File: src/rtl/sio_pkg.sv
// Shared constants, the format type and the frame helpers for the serial port.
// Assumes a byte-wide register bus and at most 12 frame bits.
package sio_pkg;
    localparam int DATA_W  = 8;
    localparam int BUS_W   = 8;
    localparam int RATE_W  = 8;
    localparam int OSR     = 16;
    localparam int FRAME_W = DATA_W + 4;
    localparam int SUB_W   = $clog2(OSR);
    localparam int IDX_W   = $clog2(FRAME_W + 1);

    localparam logic [2:0] A_CTRL  = 3'd0;
    localparam logic [2:0] A_FMT   = 3'd1;
    localparam logic [2:0] A_RATE  = 3'd2;
    localparam logic [2:0] A_STAT  = 3'd3;
    localparam logic [2:0] A_TXBUF = 3'd4;
    localparam logic [2:0] A_RXBUF = 3'd5;
    localparam logic [2:0] A_PIN   = 3'd6;

    typedef struct packed {
        logic sync;
        logic two_stop;
        logic par_odd;
        logic par_en;
        logic len7;
    } fmt_t;

    // Number of data bits in the selected format
    function automatic int data_len(fmt_t f);
        return f.len7 ? DATA_W - 1 : DATA_W;
    endfunction

    // Total bits in one frame, start through last stop bit
    function automatic logic [IDX_W-1:0] frame_bits(fmt_t f);
        return IDX_W'(1 + data_len(f) + (f.par_en ? 1 : 0) + (f.two_stop ? 2 : 1));
    endfunction

    // Frame bits in send order, LSB first; unused upper positions are ones
    function automatic logic [FRAME_W-1:0] build_frame(logic [DATA_W-1:0] d, fmt_t f);
        logic [FRAME_W-1:0] fr;
        logic p;
        int n;
        fr = '1;
        p  = f.par_odd;
        n  = data_len(f);
        fr[0] = 1'b0;
        for (int i = 0; i < DATA_W; i++) begin
            if (i < n) begin
                fr[1 + i] = d[i];
                p = p ^ d[i];
            end
        end
        if (f.par_en) fr[1 + n] = p;
        return fr;
    endfunction
endpackage

File: src/rtl/sio_baud.sv
// Oversampling tick source and bit-rate clock for the clock pin.
// Assumes ext_clk_in is slower than clk/2; it is synchronised here.
module sio_baud #(
    parameter int RATE_W = 8,
    parameter int OSR    = 16
) (
    input  logic              clk,
    input  logic              rst_n,
    input  logic              ext_sel,
    input  logic [RATE_W-1:0] rate,
    input  logic              ext_clk,
    output logic              tick,
    output logic              bit_clk
);
    localparam int HALF_W = $clog2(OSR / 2);
    localparam logic [HALF_W-1:0] HALF_LAST = HALF_W'(OSR / 2 - 1);

    logic [RATE_W-1:0] cnt;
    logic [2:0]        ext_sync;
    logic [HALF_W-1:0] half_cnt;
    logic              int_tick;
    logic              ext_rise;

    assign int_tick = (cnt >= rate);
    assign ext_rise = ext_sync[1] & ~ext_sync[2];
    assign tick     = ext_sel ? ext_rise : int_tick;

    // Divide the system clock by rate + 1
    always_ff @(posedge clk) begin
        if (!rst_n)        cnt <= '0;
        else if (int_tick) cnt <= '0;
        else               cnt <= cnt + 1'b1;
    end

    // Synchronise the external clock and keep the previous value for edge detection
    always_ff @(posedge clk) begin
        if (!rst_n) ext_sync <= '0;
        else        ext_sync <= {ext_sync[1:0], ext_clk};
    end

    // Toggle the bit clock every OSR/2 ticks
    always_ff @(posedge clk) begin
        if (!rst_n) begin
            half_cnt <= '0;
            bit_clk  <= 1'b0;
        end else if (tick) begin
            if (half_cnt == HALF_LAST) begin
                half_cnt <= '0;
                bit_clk  <= ~bit_clk;
            end else begin
                half_cnt <= half_cnt + 1'b1;
            end
        end
    end
endmodule

File: src/rtl/sio_tx.sv
// Transmit engine. On enable it shifts out one frame of ones, then sends
// buffered bytes. Assumes the format stays stable while a frame is in flight.
module sio_tx
    import sio_pkg::*;
(
    input  logic              clk,
    input  logic              rst_n,
    input  logic              tick,
    input  logic              en,
    input  fmt_t              fmt,
    input  logic              have_data,
    input  logic [DATA_W-1:0] data,
    output logic              take,
    output logic              txd
);
    localparam logic [SUB_W-1:0] SUB_LAST = SUB_W'(OSR - 1);

    typedef enum logic [1:0] {TX_OFF, TX_IDLE, TX_SHIFT} tx_st_t;
    tx_st_t             st;
    logic [FRAME_W-1:0] frm;
    logic [IDX_W-1:0]   left;
    logic [SUB_W-1:0]   sub;

    assign take = en && (st == TX_IDLE) && have_data;
    assign txd  = (st == TX_SHIFT) ? frm[0] : 1'b1;

    // Sequence: idle-frame preamble after enable, then load and shift frames
    always_ff @(posedge clk) begin
        if (!rst_n || !en) begin
            st   <= TX_OFF;
            frm  <= '1;
            left <= '0;
            sub  <= '0;
        end else begin
            case (st)
                TX_OFF: begin
                    st   <= TX_SHIFT;
                    frm  <= '1;
                    left <= frame_bits(fmt);
                    sub  <= '0;
                end
                TX_IDLE: if (have_data) begin
                    st   <= TX_SHIFT;
                    frm  <= build_frame(data, fmt);
                    left <= frame_bits(fmt);
                    sub  <= '0;
                end
                TX_SHIFT: if (tick) begin
                    if (sub == SUB_LAST) begin
                        sub <= '0;
                        frm <= {1'b1, frm[FRAME_W-1:1]};
                        if (left == IDX_W'(1)) st <= TX_IDLE;
                        else                   left <= left - 1'b1;
                    end else begin
                        sub <= sub + 1'b1;
                    end
                end
                default: st <= TX_OFF;
            endcase
        end
    end
endmodule

File: src/rtl/sio_rx.sv
// Receive engine. It hunts for a falling edge, confirms the start bit at its
// middle, then samples each following bit at its middle. Assumes rxd is
// already synchronised. Only the first stop bit is checked.
module sio_rx
    import sio_pkg::*;
(
    input  logic              clk,
    input  logic              rst_n,
    input  logic              tick,
    input  logic              en,
    input  fmt_t              fmt,
    input  logic              rxd,
    output logic              done,
    output logic [DATA_W-1:0] rx_data,
    output logic              par_err,
    output logic              frm_err
);
    localparam logic [SUB_W-1:0] SUB_LAST = SUB_W'(OSR - 1);
    localparam logic [SUB_W-1:0] SUB_MID  = SUB_W'(OSR / 2 - 1);

    typedef enum logic {RX_HUNT, RX_RUN} rx_st_t;
    rx_st_t            st;
    logic [SUB_W-1:0]  sub;
    logic [IDX_W-1:0]  idx;
    logic [DATA_W-1:0] sh;
    logic              rpar;
    logic [IDX_W-1:0]  par_idx;
    logic [IDX_W-1:0]  stop_idx;
    logic [DATA_W-1:0] fin_data;
    logic              exp_par;

    assign par_idx  = IDX_W'(data_len(fmt) + 1);
    assign stop_idx = par_idx + (fmt.par_en ? IDX_W'(1) : IDX_W'(0));
    assign fin_data = fmt.len7 ? {1'b0, sh[DATA_W-1:1]} : sh;
    assign exp_par  = (^fin_data) ^ fmt.par_odd;

    // Hunt, sample at mid-bit, and report the frame at its first stop bit
    always_ff @(posedge clk) begin
        if (!rst_n) begin
            st <= RX_HUNT; sub <= '0; idx <= '0; sh <= '0; rpar <= 1'b0;
            done <= 1'b0; rx_data <= '0; par_err <= 1'b0; frm_err <= 1'b0;
        end else begin
            done <= 1'b0;
            if (!en) begin
                st <= RX_HUNT;
            end else if (st == RX_HUNT) begin
                if (!rxd) begin
                    st <= RX_RUN; sub <= '0; idx <= '0;
                end
            end else if (tick) begin
                sub <= (sub == SUB_LAST) ? '0 : sub + 1'b1;
                if (sub == SUB_LAST) idx <= idx + 1'b1;
                if (sub == SUB_MID) begin
                    if (idx == '0) begin
                        if (rxd) st <= RX_HUNT;
                    end else if (idx == stop_idx) begin
                        done    <= 1'b1;
                        rx_data <= fin_data;
                        frm_err <= ~rxd;
                        par_err <= fmt.par_en && (rpar != exp_par);
                        st      <= RX_HUNT;
                    end else if (fmt.par_en && idx == par_idx) begin
                        rpar <= rxd;
                    end else begin
                        sh <= {rxd, sh[DATA_W-1:1]};
                    end
                end
            end
        end
    end
endmodule

File: src/rtl/sio_core.sv
// Serial port top: register file, status flags, pin enables, and the
// baud, transmit and receive engines. Assumes single-cycle bus strobes.
module sio_core
    import sio_pkg::*;
(
    input  logic             clk,
    input  logic             rst_n,
    input  logic             bus_wr,
    input  logic             bus_rd,
    input  logic [2:0]       bus_addr,
    input  logic [BUS_W-1:0] bus_wdata,
    output logic [BUS_W-1:0] bus_rdata,
    input  logic             ext_clk_in,
    output logic             sclk_out,
    output logic             sclk_oe,
    output logic             txd_out,
    output logic             txd_oe,
    input  logic             rxd_in
);
    logic              tx_on, rx_on, pin_en;
    logic [1:0]        clk_sel;
    fmt_t              fmt;
    logic              sync_mode;
    logic [RATE_W-1:0] rate;
    logic [DATA_W-1:0] tdr, rdr;
    logic              txe, rxf, perr, ferr, ovr;
    logic [1:0]        rxd_s;
    logic              tick, take, rx_done, rx_perr, rx_ferr;
    logic [DATA_W-1:0] rx_data;
    logic              wr_tx, wr_stat, rd_rx;

    assign sync_mode = fmt.sync;
    assign wr_tx   = bus_wr && (bus_addr == A_TXBUF);
    assign wr_stat = bus_wr && (bus_addr == A_STAT);
    assign rd_rx   = bus_rd && (bus_addr == A_RXBUF);
    assign txd_oe  = pin_en;
    assign sclk_oe = (clk_sel == 2'b01) && (!sync_mode || rx_on);

    // Configuration registers and the transmit buffer
    always_ff @(posedge clk) begin
        if (!rst_n) begin
            tx_on <= 1'b0; rx_on <= 1'b0; clk_sel <= 2'b00; pin_en <= 1'b0;
            fmt <= '0; rate <= '0; tdr <= '0;
        end else if (bus_wr) begin
            case (bus_addr)
                A_CTRL:  {clk_sel, rx_on, tx_on} <= bus_wdata[3:0];
                A_FMT:   fmt    <= fmt_t'(bus_wdata[4:0]);
                A_RATE:  rate   <= RATE_W'(bus_wdata);
                A_TXBUF: tdr    <= bus_wdata[DATA_W-1:0];
                A_PIN:   pin_en <= bus_wdata[0];
                default: ;
            endcase
        end
    end

    // Status flags, receive buffer and overrun handling
    always_ff @(posedge clk) begin
        if (!rst_n) begin
            txe <= 1'b1; rxf <= 1'b0; perr <= 1'b0; ferr <= 1'b0; ovr <= 1'b0; rdr <= '0;
        end else begin
            if (!tx_on)     txe <= 1'b1;
            else if (wr_tx) txe <= 1'b0;
            else if (take)  txe <= 1'b1;
            if (rx_done && rx_on) begin
                if (rxf) begin
                    ovr <= 1'b1;
                end else begin
                    rxf  <= 1'b1;
                    rdr  <= rx_data;
                    perr <= perr | rx_perr;
                    ferr <= ferr | rx_ferr;
                end
            end else if (rd_rx) begin
                rxf <= 1'b0;
            end
            if (wr_stat) begin
                if (!bus_wdata[2]) perr <= 1'b0;
                if (!bus_wdata[3]) ferr <= 1'b0;
                if (!bus_wdata[4]) ovr  <= 1'b0;
            end
        end
    end

    // Two-stage synchroniser for the receive line
    always_ff @(posedge clk) begin
        if (!rst_n) rxd_s <= 2'b11;
        else        rxd_s <= {rxd_s[0], rxd_in};
    end

    // Register read multiplexer
    always_comb begin
        case (bus_addr)
            A_CTRL:  bus_rdata = BUS_W'({clk_sel, rx_on, tx_on});
            A_FMT:   bus_rdata = BUS_W'(fmt);
            A_RATE:  bus_rdata = BUS_W'(rate);
            A_STAT:  bus_rdata = BUS_W'({ovr, ferr, perr, rxf, txe});
            A_RXBUF: bus_rdata = BUS_W'(rdr);
            A_PIN:   bus_rdata = BUS_W'(pin_en);
            default: bus_rdata = '0;
        endcase
    end

    sio_baud #(.RATE_W(RATE_W), .OSR(OSR)) u_baud (
        .clk(clk), .rst_n(rst_n), .ext_sel(clk_sel[1]), .rate(rate),
        .ext_clk(ext_clk_in), .tick(tick), .bit_clk(sclk_out)
    );

    sio_tx u_tx (
        .clk(clk), .rst_n(rst_n), .tick(tick), .en(tx_on && !sync_mode), .fmt(fmt),
        .have_data(!txe), .data(tdr), .take(take), .txd(txd_out)
    );

    sio_rx u_rx (
        .clk(clk), .rst_n(rst_n), .tick(tick), .en(rx_on && !sync_mode), .fmt(fmt),
        .rxd(rxd_s[1]), .done(rx_done), .rx_data(rx_data),
        .par_err(rx_perr), .frm_err(rx_ferr)
    );
endmodule

File: config.mk
export PLATFORM = sky130hd
export DESIGN_NAME = sio_core
export DESIGN_NICKNAME = d
export VERILOG_FILES = /design/src/rtl/sio_pkg.sv /design/src/rtl/sio_baud.sv /design/src/rtl/sio_tx.sv /design/src/rtl/sio_rx.sv /design/src/rtl/sio_core.sv
export SDC_FILE = /design/constraint.sdc
export NUM_CORES = 1
export LEC_CHECK = 0
export BUFFER_PORTS_ARGS = -buffer_cell sky130_fd_sc_hd__buf_2
export CORE_ASPECT_RATIO = 0.7
export CORE_MARGIN = 3
export CORE_UTILIZATION = 60
export DETAILED_ROUTE_END_ITERATION = 16
export PLACE_DENSITY = 0.78
export SKIP_LAST_GASP = 1
export SLEW_MARGIN = 40
export SYNTH_ARGS = -nofsm -noshare
export SYNTH_HDL_FRONTEND = slang
export SYNTH_HIERARCHICAL = 1
export SYNTH_SLANG_ARGS = --single-unit
File: constraint.sdc
create_clock -name clk -period 3.28 [get_ports clk]
set_clock_uncertainty 0.05 [all_clocks]
set_input_delay 0 -clock clk [delete_from_list [all_inputs] [get_ports clk]]
set_output_delay 0 -clock clk [all_outputs]
set_load 0.05 [all_outputs]
==> metrics.txt <==
routed len/inst 16.32 um; fill cell count 646; Iter 0 DRT Violations 347; most frequent cell after synthesis dfxtp_1; worst relative slew slack 0.4934; Final period util 0.9218; fraction of layout cells with a size suffix above 1 0.1127; DRC 0; all-layer global routing usage 0.2462; clk slew on worst S/H paths 70 ps; MaxCap Viol Count 0; CP Class reg2reg; Worst-Skew Late Latency 350 ps; FFs w/ async S/R, synth 0; Tot Pwr 0.002537 W; area growth from synthesis to layout 11.82%; post-CTS setup buffers 0; Worst EP arrival 3220 ps; Synth area leader dfxtp_1; final setup fails 0; crit start category flip-flop; ys flop type dfxtp_1; top cells by count, synth dfxtp_1, nor2_1, mux2i_1; initial antenna violation count 0; Pleak 2.459 nW; post-synthesis cell type count 70; CTS HTree Levels 3; root buf cell clkbuf_16; Initial Util 0.6289; IO Port Bufs 28; gpl congestion 0.7808; EDFF count, synth 0; R2R Setup Slk 260 ps; Final Hold Vio Count 0; CP Capture Type flip-flop; area of the die 10190 um^2; worst min path class in2reg; core area 8583 um^2; # IOs 29; CP max FO 9; area share of the largest cell type after synthesis 0.3894; synthesized instance count 585; Die X 119.4 um; Cell Area, Synth 5398 um^2; Critical Path RT 3470 ps; ranking of synthesized cells by area dfxtp_1, mux2i_1, ha_1, nor2_1, nand3_1; first-pass GRT wire length 20.23 mm; Cell Pwr Density 420.3 nW/um^2; Clock Tree Buf Depth 2; worst vdd ir 324.2 uV; Seq/Total Area, Yosys 0.3894; synthesized flop and latch total 105; Pre-antenna DRT Iters 5; Pins Over Slew Limit 0; CTS tree yes; status complete, no violations; Fin Setup TNS 0 ps; ANT cells 0; clock tree sinks 105; FP Rows 28; Synth Warn # 6; DR vias/cell 5.762; Routed WL 12.09 mm; Tightest Pin Transition 755.3 ps; die height 85.36 um; Post-layout nets 657; FMAX 0.3307 GHz; unrepaired setup endpoints after global routing false; vias in the first global route 4182; largest net degree at the start of global routing 41; final global-route overflow total 0; total CTS buffers 9; syn_area_per_cell 9.227 um^2; vias post-DR 4270; syn nets 626; DP HPWL 8.521 mm; Tmin final 3024 ps; DRT antenna net count 0
[worst paths after layout]
path / from / end / cells after the start
min reg2reg: rxd_s[0]$_SDFF_PN1_ / rxd_s[1]$_SDFF_PN1_ / 1
max: u_baud/cnt[0]$_SDFF_PP0_ / u_tx/left[3]$_SDFFE_PP0P_ / 12
max reg2reg: u_baud/cnt[0]$_SDFF_PP0_ / u_tx/left[3]$_SDFFE_PP0P_ / 12
min: bus_addr[2] / txd_oe$_SDFFE_PN0P_ / 3
[registers in the layout, indices dropped and copies added, names as in the netlist, 3 cells and up]
register	count
u_tx/frm	10
tdr	8
u_rx/sh	8
u_rx/rx_data	8
u_tx/sub	4
u_tx/left	4
u_rx/sub	4
rdr	8
u_rx/idx	4
u_baud/half_cnt	3
rate	8
u_baud/cnt	8
fmt	4
u_baud/ext_sync	3
[through the flow]
stage	instance area (um^2)	cells	hold WS, ps	worst slack (ps)	util
after detailed placement	5615	712	140.1	318.1	0.6542
after floorplan	5398	585	23.04	428.1	-
after CTS	6036	741	58.23	270.6	0.7032
after global placement	5608	712	132.5	459.7	0.6534
final	6036	741	76.06	256.5	0.7032
after global routing	6036	741	106.6	55.96	0.7032
[cells by family after synthesis]
logic type,Yosys count,share of synthesized area
simple gates,212,0.2142
flops,105,0.3894
compound gates,103,0.1351
buf+inv,62,0.05239
mux,52,0.1029
xor+xnor,27,0.04891
fa+ha+maj,24,0.05702
[cell type report]
type / instances / area [um^2] / share of cell area
Sequential cell: 105 / 2102 / 0.3483
Timing Repair Buffer: 49 / 342.8 / 0.05680
Tap cell: 120 / 150.1 / 0.02488
Clock inverter: 4 / 33.78 / 0.005597
Multi-Input combinational cell: 418 / 3027 / 0.5015
Inverter: 33 / 123.9 / 0.02052
Clock buffer: 12 / 256.5 / 0.04250
[where the power goes]
part	total (W)	switching [W]	internal, W	leakage, nW
registers	0.00131	0.0000148	0.00129	0.849
logic	0.000185	0.000105	0.0000797	1.47
clock network	0.00105	0.000482	0.000564	0.140
total	0.00254	0.000602	0.00193	2.46
[worst max-delay path: stages, from the launching register on]
cell and delay [ps]:
dfxtp_1 420, inv_1 70, ha_1 280, nand2b_1 180, a2111oi_2 510, o311a_4 320
nor2_1 50, buf_4 190, nor2b_4 150, or3_1 280, a211oi_1 90, xor2_1 160
o21a_1 170
[timing repair]
item,4_1_cts,5_1_grt
hold buffers,13,0
hold endpoints to repair,31,0
resized for setup,0,0
[layout by cell type (no fill, tap or decap), types with 3 or more instances in the layout]
cell,count
inv_1,32
o221a_2,4
o211a_1,7
nor2b_1,21
nand3_1,36
xnor2_1,13
o21ai_1,5
a31oi_1,3
a21oi_1,16
nor3_1,6
buf_2,28
nand2_1,36
ha_1,23
clkbuf_16,9
o21a_1,4
xor2_1,12
or4_1,4
nand3b_1,3
a22oi_1,8
dlygate4sd3_1,13
a22o_1,4
nand4_1,5
nor2_1,51
dfxtp_1,105
nor3b_1,6
and2_1,7
mux2i_1,48
a21boi_0,3
buf_4,7
o21ai_0,30
and3_1,6
nand2b_1,11
[metal layers]
metal	track usage	part of all wire	up-vias
met1	0.3313	0.49	2029
met4	0.07069	0.014	0
li1	-	-	2121
met3	0.05996	0.053	12
met2	0.3972	0.44	108
met5	0	0	-
(Power assumes the default switching activity.)
